**config.mk**
```make
export PLATFORM = sky130hd
export DESIGN_NAME = ecc_sram_wr
export DESIGN_NICKNAME = d
export VERILOG_FILES = /design/src/rtl/ecc_wr_pkg.sv /design/src/rtl/ecc_lane_enc.sv /design/src/rtl/ecc_wr_merge.sv /design/src/rtl/ecc_wr_ctrl.sv /design/src/rtl/ecc_sram_wr.sv
export SDC_FILE = /design/constraint.sdc
export NUM_CORES = 2
export LEC_CHECK = 0
export BUFFER_PORTS_ARGS = -buffer_cell sky130_fd_sc_hd__clkbuf_2
export CAP_MARGIN = 15
export CORE_AREA = 2 2 359 361
export CTS_CLUSTER_DIAMETER = 60
export DETAILED_ROUTE_END_ITERATION = 6
export DIE_AREA = 0 0 361 363
export PLACE_DENSITY = 0.55
export SKIP_CTS_REPAIR_TIMING = 1
export SLEW_MARGIN = 20
export SYNTH_ARGS = -nofsm -noshare
export SYNTH_HDL_FRONTEND = slang
export SYNTH_HIERARCHICAL = 1
export SYNTH_SLANG_ARGS = --single-unit
export TNS_END_PERCENT = 5
```
**constraint.sdc**
```tcl
create_clock -name clk -period 4.6 [get_ports clk]
set_input_delay 0.92 -clock clk [delete_from_list [all_inputs] [get_ports clk]]
set_output_delay 0.92 -clock clk [all_outputs]
set_load 0.01 [all_outputs]
```
**src/rtl/ecc_wr_pkg.sv**
```systemverilog
package ecc_wr_pkg;
  localparam int LANE_W  = 32;
  localparam int CHK_W   = 7;
  localparam int LANE_BE = LANE_W / 8;

  typedef enum logic [2:0] {
    ST_IDLE,
    ST_READ_REQ,
    ST_READ_WAIT,
    ST_MERGE_ENCODE,
    ST_WRITE
  } wr_state_e;

  // Hamming code over 32 data bits with an added overall parity bit.
  function automatic logic [CHK_W-1:0] ecc_encode32(input logic [LANE_W-1:0] d);
    logic [CHK_W-1:0] c;
    int k;
    c = '0;
    k = 0;
    for (int p = 1; p < 40; p++) begin
      if (((p & (p - 1)) != 0) && (k < LANE_W)) begin
        if (d[k]) begin
          for (int j = 0; j < CHK_W - 1; j++) begin
            if (((p >> j) & 1) == 1) c[j] = ~c[j];
          end
        end
        k++;
      end
    end
    c[CHK_W-1] = (^d) ^ (^c[CHK_W-2:0]);
    return c;
  endfunction

  function automatic logic lane_is_partial(input logic [LANE_BE-1:0] be);
    return (|be) && !(&be);
  endfunction
endpackage

```
**src/rtl/ecc_lane_enc.sv**
```systemverilog
module ecc_lane_enc
  import ecc_wr_pkg::*;
(
  input  logic [LANE_W-1:0] data,
  output logic [CHK_W-1:0]  chk
);
  always_comb chk = ecc_encode32(data);
endmodule

```
**src/rtl/ecc_wr_merge.sv**
```systemverilog
module ecc_wr_merge
  import ecc_wr_pkg::*;
#(
  parameter int LANES = 8,
  localparam int DW = LANES * LANE_W,
  localparam int BW = DW / 8
) (
  input  logic [DW-1:0] new_data,
  input  logic [BW-1:0] new_be,
  input  logic [DW-1:0] old_data,
  output logic [DW-1:0] merged
);
  for (genvar b = 0; b < BW; b++) begin : g_byte
    assign merged[8*b +: 8] = new_be[b] ? new_data[8*b +: 8] : old_data[8*b +: 8];
  end
endmodule

```
**src/rtl/ecc_wr_ctrl.sv**
```systemverilog
module ecc_wr_ctrl
  import ecc_wr_pkg::*;
#(
  parameter int RD_LAT = 1,
  localparam int CW = $clog2(RD_LAT + 1) + 1
) (
  input  logic      clk,
  input  logic      rst_n,
  input  logic      req_valid,
  input  logic      need_rmw,
  output logic      req_ready,
  output logic      accept,
  output logic      ld_direct,
  output logic      ld_merge,
  output logic      rd_req,
  output logic      wr_en,
  output wr_state_e state
);
  wr_state_e      state_n;
  logic [CW-1:0]  cnt_q, cnt_n;
  logic           lat_done;

  assign req_ready = (state == ST_IDLE);
  assign accept    = req_ready && req_valid;
  assign ld_direct = accept && !need_rmw;
  assign ld_merge  = (state == ST_MERGE_ENCODE);
  assign rd_req    = (state == ST_READ_REQ);
  assign wr_en     = (state == ST_WRITE);

  always_comb begin
    state_n  = state;
    cnt_n    = cnt_q;
    lat_done = 1'b0;
    case (state)
      ST_IDLE: if (accept) state_n = need_rmw ? ST_READ_REQ : ST_WRITE;
      ST_READ_REQ: begin
        cnt_n    = CW'(1);
        lat_done = (RD_LAT == 1);
        state_n  = lat_done ? ST_MERGE_ENCODE : ST_READ_WAIT;
      end
      ST_READ_WAIT: begin
        cnt_n    = cnt_q + CW'(1);
        lat_done = (cnt_n == CW'(RD_LAT));
        if (lat_done) state_n = ST_MERGE_ENCODE;
      end
      ST_MERGE_ENCODE: state_n = ST_WRITE;
      ST_WRITE:        state_n = ST_IDLE;
      default:         state_n = ST_IDLE;
    endcase
  end

  always_ff @(posedge clk) begin
    if (!rst_n) begin
      state <= ST_IDLE;
      cnt_q <= '0;
    end else begin
      state <= state_n;
      cnt_q <= cnt_n;
    end
  end
endmodule

```
**src/rtl/ecc_sram_wr.sv**
```systemverilog
module ecc_sram_wr
  import ecc_wr_pkg::*;
#(
  parameter int LANES  = 8,
  parameter int ADDR_W = 16,
  parameter int RD_LAT = 1,
  localparam int DW = LANES * LANE_W,
  localparam int BW = DW / 8,
  localparam int CK = LANES * CHK_W
) (
  input  logic              clk,
  input  logic              rst_n,
  input  logic              req_valid,
  output logic              req_ready,
  input  logic [ADDR_W-1:0] req_addr,
  input  logic [DW-1:0]     req_data,
  input  logic [BW-1:0]     req_be,
  output logic              mem_rd_req,
  output logic [ADDR_W-1:0] mem_rd_addr,
  input  logic [DW-1:0]     mem_rd_data,
  output logic              mem_wr_en,
  output logic [ADDR_W-1:0] mem_wr_addr,
  output logic [DW-1:0]     mem_wr_data,
  output logic [CK-1:0]     mem_wr_chk,
  output logic [LANES-1:0]  mem_wr_lane_mask
);
  // named internal events, also used by the checker
  logic             accept, ld_direct, ld_merge, need_rmw;
  logic [LANES-1:0] lane_partial, lane_any;
  wr_state_e        state;

  logic [DW-1:0]     hold_data, merged, enc_in;
  logic [BW-1:0]     hold_be;
  logic [ADDR_W-1:0] hold_addr;
  logic [CK-1:0]     enc_out;
  logic [DW-1:0]     wr_data_q;
  logic [CK-1:0]     wr_chk_q;
  logic [LANES-1:0]  wr_mask_q;

  for (genvar i = 0; i < LANES; i++) begin : g_lane_cls
    assign lane_partial[i] = lane_is_partial(req_be[LANE_BE*i +: LANE_BE]);
    assign lane_any[i]     = |req_be[LANE_BE*i +: LANE_BE];
  end
  assign need_rmw = |lane_partial;

  ecc_wr_ctrl #(.RD_LAT(RD_LAT)) u_ctrl (
    .clk       (clk),
    .rst_n     (rst_n),
    .req_valid (req_valid),
    .need_rmw  (need_rmw),
    .req_ready (req_ready),
    .accept    (accept),
    .ld_direct (ld_direct),
    .ld_merge  (ld_merge),
    .rd_req    (mem_rd_req),
    .wr_en     (mem_wr_en),
    .state     (state)
  );

  ecc_wr_merge #(.LANES(LANES)) u_merge (
    .new_data (hold_data),
    .new_be   (hold_be),
    .old_data (mem_rd_data),
    .merged   (merged)
  );

  assign enc_in = ld_merge ? merged : req_data;

  for (genvar i = 0; i < LANES; i++) begin : g_enc
    ecc_lane_enc u_enc (
      .data (enc_in[LANE_W*i +: LANE_W]),
      .chk  (enc_out[CHK_W*i +: CHK_W])
    );
  end

  always_ff @(posedge clk) begin
    if (!rst_n) begin
      hold_data <= '0;
      hold_be   <= '0;
      hold_addr <= '0;
      wr_data_q <= '0;
      wr_chk_q  <= '0;
      wr_mask_q <= '0;
    end else begin
      if (accept) begin
        hold_data <= req_data;
        hold_be   <= req_be;
        hold_addr <= req_addr;
      end
      if (ld_direct) begin
        wr_data_q <= req_data;
        wr_chk_q  <= enc_out;
        wr_mask_q <= lane_any;
      end else if (ld_merge) begin
        wr_data_q <= merged;
        wr_chk_q  <= enc_out;
        wr_mask_q <= '1;
      end
    end
  end

  assign mem_rd_addr      = hold_addr;
  assign mem_wr_addr      = hold_addr;
  assign mem_wr_data      = wr_data_q;
  assign mem_wr_chk       = wr_chk_q;
  assign mem_wr_lane_mask = wr_mask_q;
endmodule

```
======== Word level (Yosys, flattened, before mapping) ========
Index checks and enable logic that the tools add are counted.
cells by class
  add/subtract/negate cells ............... 1
  eq/ne operators ......................... 7
  multiplexer cells ....................... 492
  bitwise gates (word level) .............. 680
  reduce and logical (&&, ||, !) cells .... 56
operator list
  cell                                                                   count
  256-bit 2-to-1 mux                                                     3
  1-bit inverter                                                         672
  1-bit 2-to-1 mux                                                       272
  8-bit 2-to-1 mux                                                       34
  32-bit XOR reduction                                                   8
  2-bit 2-to-1 mux                                                       112
  3-bit 2-to-1 mux                                                       43
  56-bit 2-to-1 mux                                                      2
  4-bit 2-to-1 mux                                                       16
  6-bit XOR reduction                                                    8
  5-bit 2-to-1 mux                                                       8
  4-bit AND reduction                                                    8
  4-bit OR reduction                                                     8
  3-bit case mux with 4 select lines                                     1
  1-bit logical AND                                                      10
  1-bit logical NOT                                                      9
  8-bit OR reduction                                                     1
  1-bit bitwise XOR                                                      8
  3-bit by 2-bit equality test with 1-bit output, second input constant  2
  2-bit case mux with 2 select lines                                     1
  2-bit nonzero test                                                     2
  3-bit by 1-bit equality test with 1-bit output, second input constant  1
  3-bit equality test, second input constant                             1
  3-bit logical NOT                                                      1
  other kinds (5)                                                        5
storage, ports and cells
  register bits after elaboration ......... 629
  bits of input ports ..................... 563
  output and inout port bits .............. 355
  logic and storage cells ................. 1244

======== Longest topological paths before layout ========
  word-level depth ........................ 41
  gate-level depth with buffers ........... 14
  mapped depth without buffers ............ 11

======== Modules after synthesis ========
The synthesis kept the hierarchy.
by module, submodules not included
  module                             instances  cells each  area an instance (um^2)  seq. area each (um^2)
  ecc_sram_wr                        1          2719        28229.6                  12492.0
  ecc_lane_enc (g_enc[1].u_enc ...)  7          62          738.2                    0.0
  ecc_wr_merge                       1          288         3243.1                   0.0
  ecc_lane_enc (g_enc[0].u_enc)      1          54          706.9                    0.0
  ecc_wr_ctrl                        1          37          327.8                    100.1

======== Least setup slack after synthesis ========
Ideal clock, no wire load.
  path kind ............................... register -> register
  start point ............................. reg u_ctrl.state[1]
  end point ............................... reg wr_chk_q[13], in the netlist mem_wr_chk[13]
  setup time .............................. 0.122 ns
  arrival ................................. 3.352 ns
  data required time ...................... 4.478 ns
  slack ................................... 1.126 ns
  stages on the path, launching flop included .. 15
  path buffers ............................ 3
  clock period less this slack ............ 3.474 ns
  cells stage by stage .................... dfxtp_1 > and2_1 > nor2b_1 > buf_4 > buf_4 > buf_4 > mux2_2 > xnor2_2 > xnor3_1 > xor2_2 > xnor3_2 > xor2_2 > xnor3_1 > nand2_1 > a21boi_0
between the ends
  elaborated cells between the ends (all ways) .. 151
  those cells by class .................... eq/ne: 1; mux: 59; bitwise: 85; reduce/logical: 6
RTL lines
  item                                                         RTL line           RTL
  from (decl)                                                  ecc_wr_ctrl.sv:17  output wr_state_e state
  from (signal assigned)                                       ecc_wr_ctrl.sv:57  state <= state_n;
  3-bit by 2-bit equality test with 1-bit output (*)           ecc_wr_ctrl.sv:26  assign ld_merge = (state == ST_MERGE_ENCODE);
  via ld_merge                                                 ecc_sram_wr.sv:28  logic accept, ld_direct, ld_merge, need_rmw;
  256-bit 2-to-1 mux (*)                                       ecc_sram_wr.sv:67  assign enc_in = ld_merge ? merged : req_data;
  via enc_in[56]                                               ecc_sram_wr.sv:32  logic [DW-1:0] hold_data, merged, enc_in;
  4-bit 2-to-1 mux                                             ecc_wr_pkg.sv:22   if (d[k]) begin
  1-bit inverter                                               ecc_wr_pkg.sv:24   if (((p >> j) & 1) == 1) c[j] = ~c[j];
  5-bit 2-to-1 mux                                             ecc_wr_pkg.sv:22
  1-bit inverter                                               ecc_wr_pkg.sv:24
  (+2 left out)                                                n/a
  2-bit 2-to-1 mux / 1-bit 2-to-1 mux (equally long branches)  ecc_wr_pkg.sv:22
  1-bit inverter                                               ecc_wr_pkg.sv:24
  2-bit 2-to-1 mux                                             ecc_wr_pkg.sv:22
  6-bit XOR reduction                                          ecc_wr_pkg.sv:30   c[CHK_W-1] = (^d) ^ (^c[CHK_W-2:0]);
  1-bit bitwise XOR (*)                                        ecc_wr_pkg.sv:30
  via enc_out[13]                                              ecc_sram_wr.sv:35  logic [CK-1:0] enc_out;
  56-bit 2-to-1 mux                                            ecc_sram_wr.sv:94  end else if (ld_merge) begin
  56-bit 2-to-1 mux (*)                                        ecc_sram_wr.sv:90  if (ld_direct) begin
  to (signal assigned)                                         ecc_sram_wr.sv:92  wr_chk_q <= enc_out;
  to (signal assigned)                                         ecc_sram_wr.sv:96  wr_chk_q <= enc_out;
  to (decl)                                                    ecc_sram_wr.sv:37  logic [CK-1:0] wr_chk_q;
The timed path passes the listed nets; every way through them passes the cells marked *. The select of a mux whose other input is x is not followed.
A chain may end at the register's enable or synchronous reset.

======== Final worst setup path ========
  start point ............................. reg u_ctrl.state[1]
  end point ............................... reg wr_chk_q[6], in the netlist mem_wr_chk[6]
between the ends
  elaborated cells between the ends (all ways) .. 151
  those cells by class .................... eq/ne: 1; mux: 59; bitwise: 85; reduce/logical: 6
RTL lines
  item                                                RTL line
  3-bit by 2-bit equality test with 1-bit output (*)  ecc_wr_ctrl.sv:26
  via ld_merge                                        ecc_sram_wr.sv:28
  256-bit 2-to-1 mux (*)                              ecc_sram_wr.sv:67
  via enc_in[19]                                      ecc_sram_wr.sv:32
  1-bit 2-to-1 mux (*)                                ecc_wr_pkg.sv:22
  1-bit inverter                                      ecc_wr_pkg.sv:24
  2-bit 2-to-1 mux (*)                                ecc_wr_pkg.sv:22
  1-bit inverter                                      ecc_wr_pkg.sv:24
  (+7 left out)                                       n/a
  1-bit inverter                                      ecc_wr_pkg.sv:24
  1-bit 2-to-1 mux (*)                                ecc_wr_pkg.sv:22
  via enc_out[0]                                      ecc_sram_wr.sv:35
  6-bit XOR reduction (*)                             ecc_wr_pkg.sv:30
  1-bit bitwise XOR (*)                               ecc_wr_pkg.sv:30
  via enc_out[6]                                      ecc_sram_wr.sv:35
  56-bit 2-to-1 mux                                   ecc_sram_wr.sv:94
  56-bit 2-to-1 mux (*)                               ecc_sram_wr.sv:90
Marked as above.

==> results.md <==
Drt:
- The number of antenna-violating nets in the routed design is 0.
- The first detailed-routing pass took 5 iterations.
- Dividing the detail-routed via count by the number of cells gives 4.68.
- The iteration-0 DRC count of the detailed router is 1603.
- The residual DRC count is 0.
- The total wirelength of the detailed-routed design is 133000 um.
- Dividing the detail-routed wire length by the instance count gives 21.8 um.
- The count of vias placed by the detailed router is 28500.

Floorplanning:
- The top-level I/O count is 918.
- The standard-cell row count is 131.
- The starting density of the core is 29.7%.
- The core outline area is 127000 sq um.
- The die is 361 um wide.
- The die covers 131000 sq um.
- Measured along the y axis, the die boundary spans 363 um.

Worst setup path:
- The data arrival time at the worst-slack endpoint is 4.62 ns.
- The biggest cell delay along the critical path is 0.47 ns.
- Counting both buffers and inverters, the worst setup path holds a total of 3.
- The dominant delay contributor by cell family on the critical path is XOR/XNOR gates.
- Data on the critical path is required at its endpoint by 5.14 ns.
- Among all stages on the critical path, the largest delay is contributed by sky130_fd_sc_hd__xnor3_1.
- The largest fanout on the critical path is 34.
- Walking the worst path, the cells encountered are and2_1, nor2b_4, buf_12, buf_4, buf_4, mux2_2, xor2_1, xnor3_1, xnor3_1, xnor2_1, xnor3_1, nand2_1, a21boi_0.
- The kind of capture point of the worst setup path is a register.
- In this design, the critical path's most frequently occurring cell is sky130_fd_sc_hd__xnor3_1.
- The type of the worst setup path is register to register.
- STA classifies the critical path startpoint as a register.

Run:
- Max-cap violations in this run came to 0.

Layout:
- The number of nets in the final layout is 4889.
- Cells with a size suffix above 1 make up 39.7% of the layout.
- For this run, the share of the core covered by cells in the final layout is 36.3%.
- From synthesis to final layout, the design area changed by 22.3%.

Timing:
- The worst pin sits at a relative slew slack of 34.2%.
- Timing would allow up to 0.245 GHz.
- The least setup slack across all paths after layout is 0.519 ns.
- Setup repair after global routing left no endpoint under its margin.
- Subtracting the final worst setup slack from the clock period gives 4.08 ns.
- The number of pins exceeding their max-slew limit in the final report is 0.
- The maximum clock skew at final layout is 0.0271 ns.
- The total setup violations reported at the end of the flow is 0.
- The final-layout setup total negative slack is 0 ns.
- The total count of hold-check failures in the final report is 0.
- The part of the cycle the worst path needs is 88.7%.
- For the pin with the worst max-slew slack, the measured transition is 0.988 ns.

Min path:
- The path class of the tightest hold or removal check is register to register.

Outcome:
- The run finished with clean final reports.

Synth:
- For this run, the leading register cell type out of synthesis is sky130_fd_sc_hd__dfxtp_1.
- The commonest cells after synthesis are sky130_fd_sc_hd__dfxtp_1 (629), sky130_fd_sc_hd__mux2i_1 (561), sky130_fd_sc_hd__mux2_2 (512).
- The Yosys step of the flow raised 6 warnings.
- The share of synthesized cell area in full adder, half adder and majority cells is 0.0332%.
- In the post-synthesis netlist, the biggest area contributors are sky130_fd_sc_hd__dfxtp_1 (33%), sky130_fd_sc_hd__mux2_2 (15%), sky130_fd_sc_hd__mux2i_1 (15%), sky130_fd_sc_hd__xnor2_1 (6.5%), sky130_fd_sc_hd__nor2b_1 (5.1%).
- The portion of synthesized cell area occupied by the leading cell type is 33.4%.
- After synthesis, flip-flops and latches occupy 33.4% of the total area.
- Summing the areas of all xor and xnor instances in the mapped netlist gives 15.6% of the synthesized area.
- The number of enable flip-flop cells after synthesis is 0.
- The multiplexer share of the synthesized area is 30.2%.
- The synthesized-area fraction occupied by and/or/nand/nor cells is 6.98%.
- By instance count, the leading cell after synthesis is sky130_fd_sc_hd__dfxtp_1.
- A synthesized cell averages 10.7 sq um.
- Summing the areas of all compound-gate instances in the mapped netlist gives 8.34% of the synthesized area.
- The biggest area consumer among synthesized cells is sky130_fd_sc_hd__dfxtp_1.
- The synthesized netlist occupies a cell area of 37700 sq um.
- Synthesis inferred 629 register bits.
- The async set-reset flop share out of synthesis is 0%.
- The net count of the mapped netlist is 4096.
- After synthesis, the largest family of logic cells by area is multiplexers.
- In this run, distinct cell masters in the synthesized netlist total 49.
- The cell count after synthesis came out at 3532.

Global route:
- For this run the aggregate overflow at the end of global routing stands at 0.
- Global routing used 31.3% of the available met2 tracks.
- Global routing used 19.5% of the available tracks.
- The number of global-route vias before repair is 28300.
- The first global-routing pass estimated 192000 um of wire.
- For this run, global-route usage on met1 was measured as 24.2%.
- The met3 layer usage reported by global route is 6.83%.
- The maximum number of pins on one net before global-route repair is 140.
- The number of antenna violations at the first check in global routing is 34.
- The busiest layer in global routing is met2.

Clock network:
- In this run the number of H-tree levels came out at 3.
- After clock tree synthesis, the clock-pin slew on the worst setup and hold paths is 0.05 ns.
- The root buffer selected by CTS is sky130_fd_sc_hd__clkbuf_16.
- The maximum count of clock buffers along a single path is 3.
- TritonCTS built the clock tree.
- The CTS sink count is 629.
- The TritonCTS buffer count is 88.
- The later pin in the worst-skew pair is clocked with a latency of 0.67 ns.

Place:
- In this run the tool buffered the top-level ports with 917 buffer cells.
- The post-detailed-placement half-perimeter wirelength is 102000 um.
- The worst-case setup slack after placement is 0.589 ns.
- The final RePlAce weighted congestion is 0.852.

Power and ir drop:
- VDD sags by at most 0.437 mV.
- The power per standard cell area is 525 nW/um^2.
- For this design the static power due to leakage is 18.3 nW.
layout by cell type, fill, tap and decap left out, types with 72 or more instances in the layout:
cell | Yosys | final
sky130_fd_sc_hd__xnor2_1 | 278 | 278
sky130_fd_sc_hd__dfxtp_1 | 629 | 629
sky130_fd_sc_hd__xor2_1 | 72 | 72
sky130_fd_sc_hd__clkbuf_16 | 0 | 92
sky130_fd_sc_hd__mux2_2 | 512 | 512
sky130_fd_sc_hd__mux2i_1 | 561 | 561
sky130_fd_sc_hd__nor2b_1 | 305 | 304
sky130_fd_sc_hd__a21oi_1 | 257 | 257
sky130_fd_sc_hd__clkbuf_2 | 3 | 916
sky130_fd_sc_hd__o21ai_0 | 257 | 257
sky130_fd_sc_hd__nand2_1 | 113 | 113
worst min-delay path: stages (launching register included):
cell and delay [ns]:
sky130_fd_sc_hd__dfxtp_1 0.30, sky130_fd_sc_hd__nand2_1 0.05, sky130_fd_sc_hd__a21boi_1 0.05
through the flow:
stage	std cells	hold WS, ns	cell area [sq um]	power (W)
2_1_floorplan	3532	0.475	37700	0.0154
3_3_place_gp	5897	0.437	43100	0.0174
3_5_place_dp	5897	0.444	43100	0.0174
4_1_cts	6058	0.431	46000	0.0245
5_1_grt	6071	0.464	46100	0.0255
6_report	6077	0.446	46100	0.0242
final cells by class:
cell class / count / area [sq um]
antenna: 19 / 47.5
inverter: 4 / 31.3
clock buffer: 126 / 2580
timing repair buffer: 985 / 5300
fill: 12900 / 81000
multi-input combinational: 2617 / 23100
clock inverter: 35 / 374
tap: 1662 / 2080
sequential: 629 / 12600
power breakdown:
group	switching [W]	internal, W
logic	0.00469	0.00616
registers	0.000417	0.00599
clock network	0.00274	0.00420
state kept, by name, summed over array words and instances (netlist names):
name / flops
hold_be: 32
u_ctrl/state: 3
mem_wr_chk: 56
mem_rd_addr: 16
mem_wr_lane_mask: 8
hold_data: 256
mem_wr_data: 256
u_ctrl/cnt_q: 2
final timing paths:
| path | from | cells after the start | to | slack, ns |
|---|---|---|---|---|
| min reg2reg | mem_wr_chk[35] | 2 | mem_wr_chk[35] | 0.45 |
| max | u_ctrl/state[1] | 13 | mem_wr_chk[6] | 0.52 |
| min | mem_wr_chk[35] | 2 | mem_wr_chk[35] | 0.45 |
| max reg2reg | u_ctrl/state[1] | 13 | mem_wr_chk[6] | 0.52 |
cells by family after synthesis:
family                     after synthesis
and+or+nand+nor                        467
adders and majority gates                1
buffers and inverters                  286
muxes                                 1073
DFF                                    629
xor gates and xnor gates               489
AOI/OAI and AO/OA                      587
metal layers:
metal / vias to the layer above / wire [um]
met1: 13500 / 57200
met4: 26 / 4160
met2: 800 / 60400
li1: 14000 / -
met3: 205 / 10500
met5: - / 167
Power figures use the tool's default switching activity.
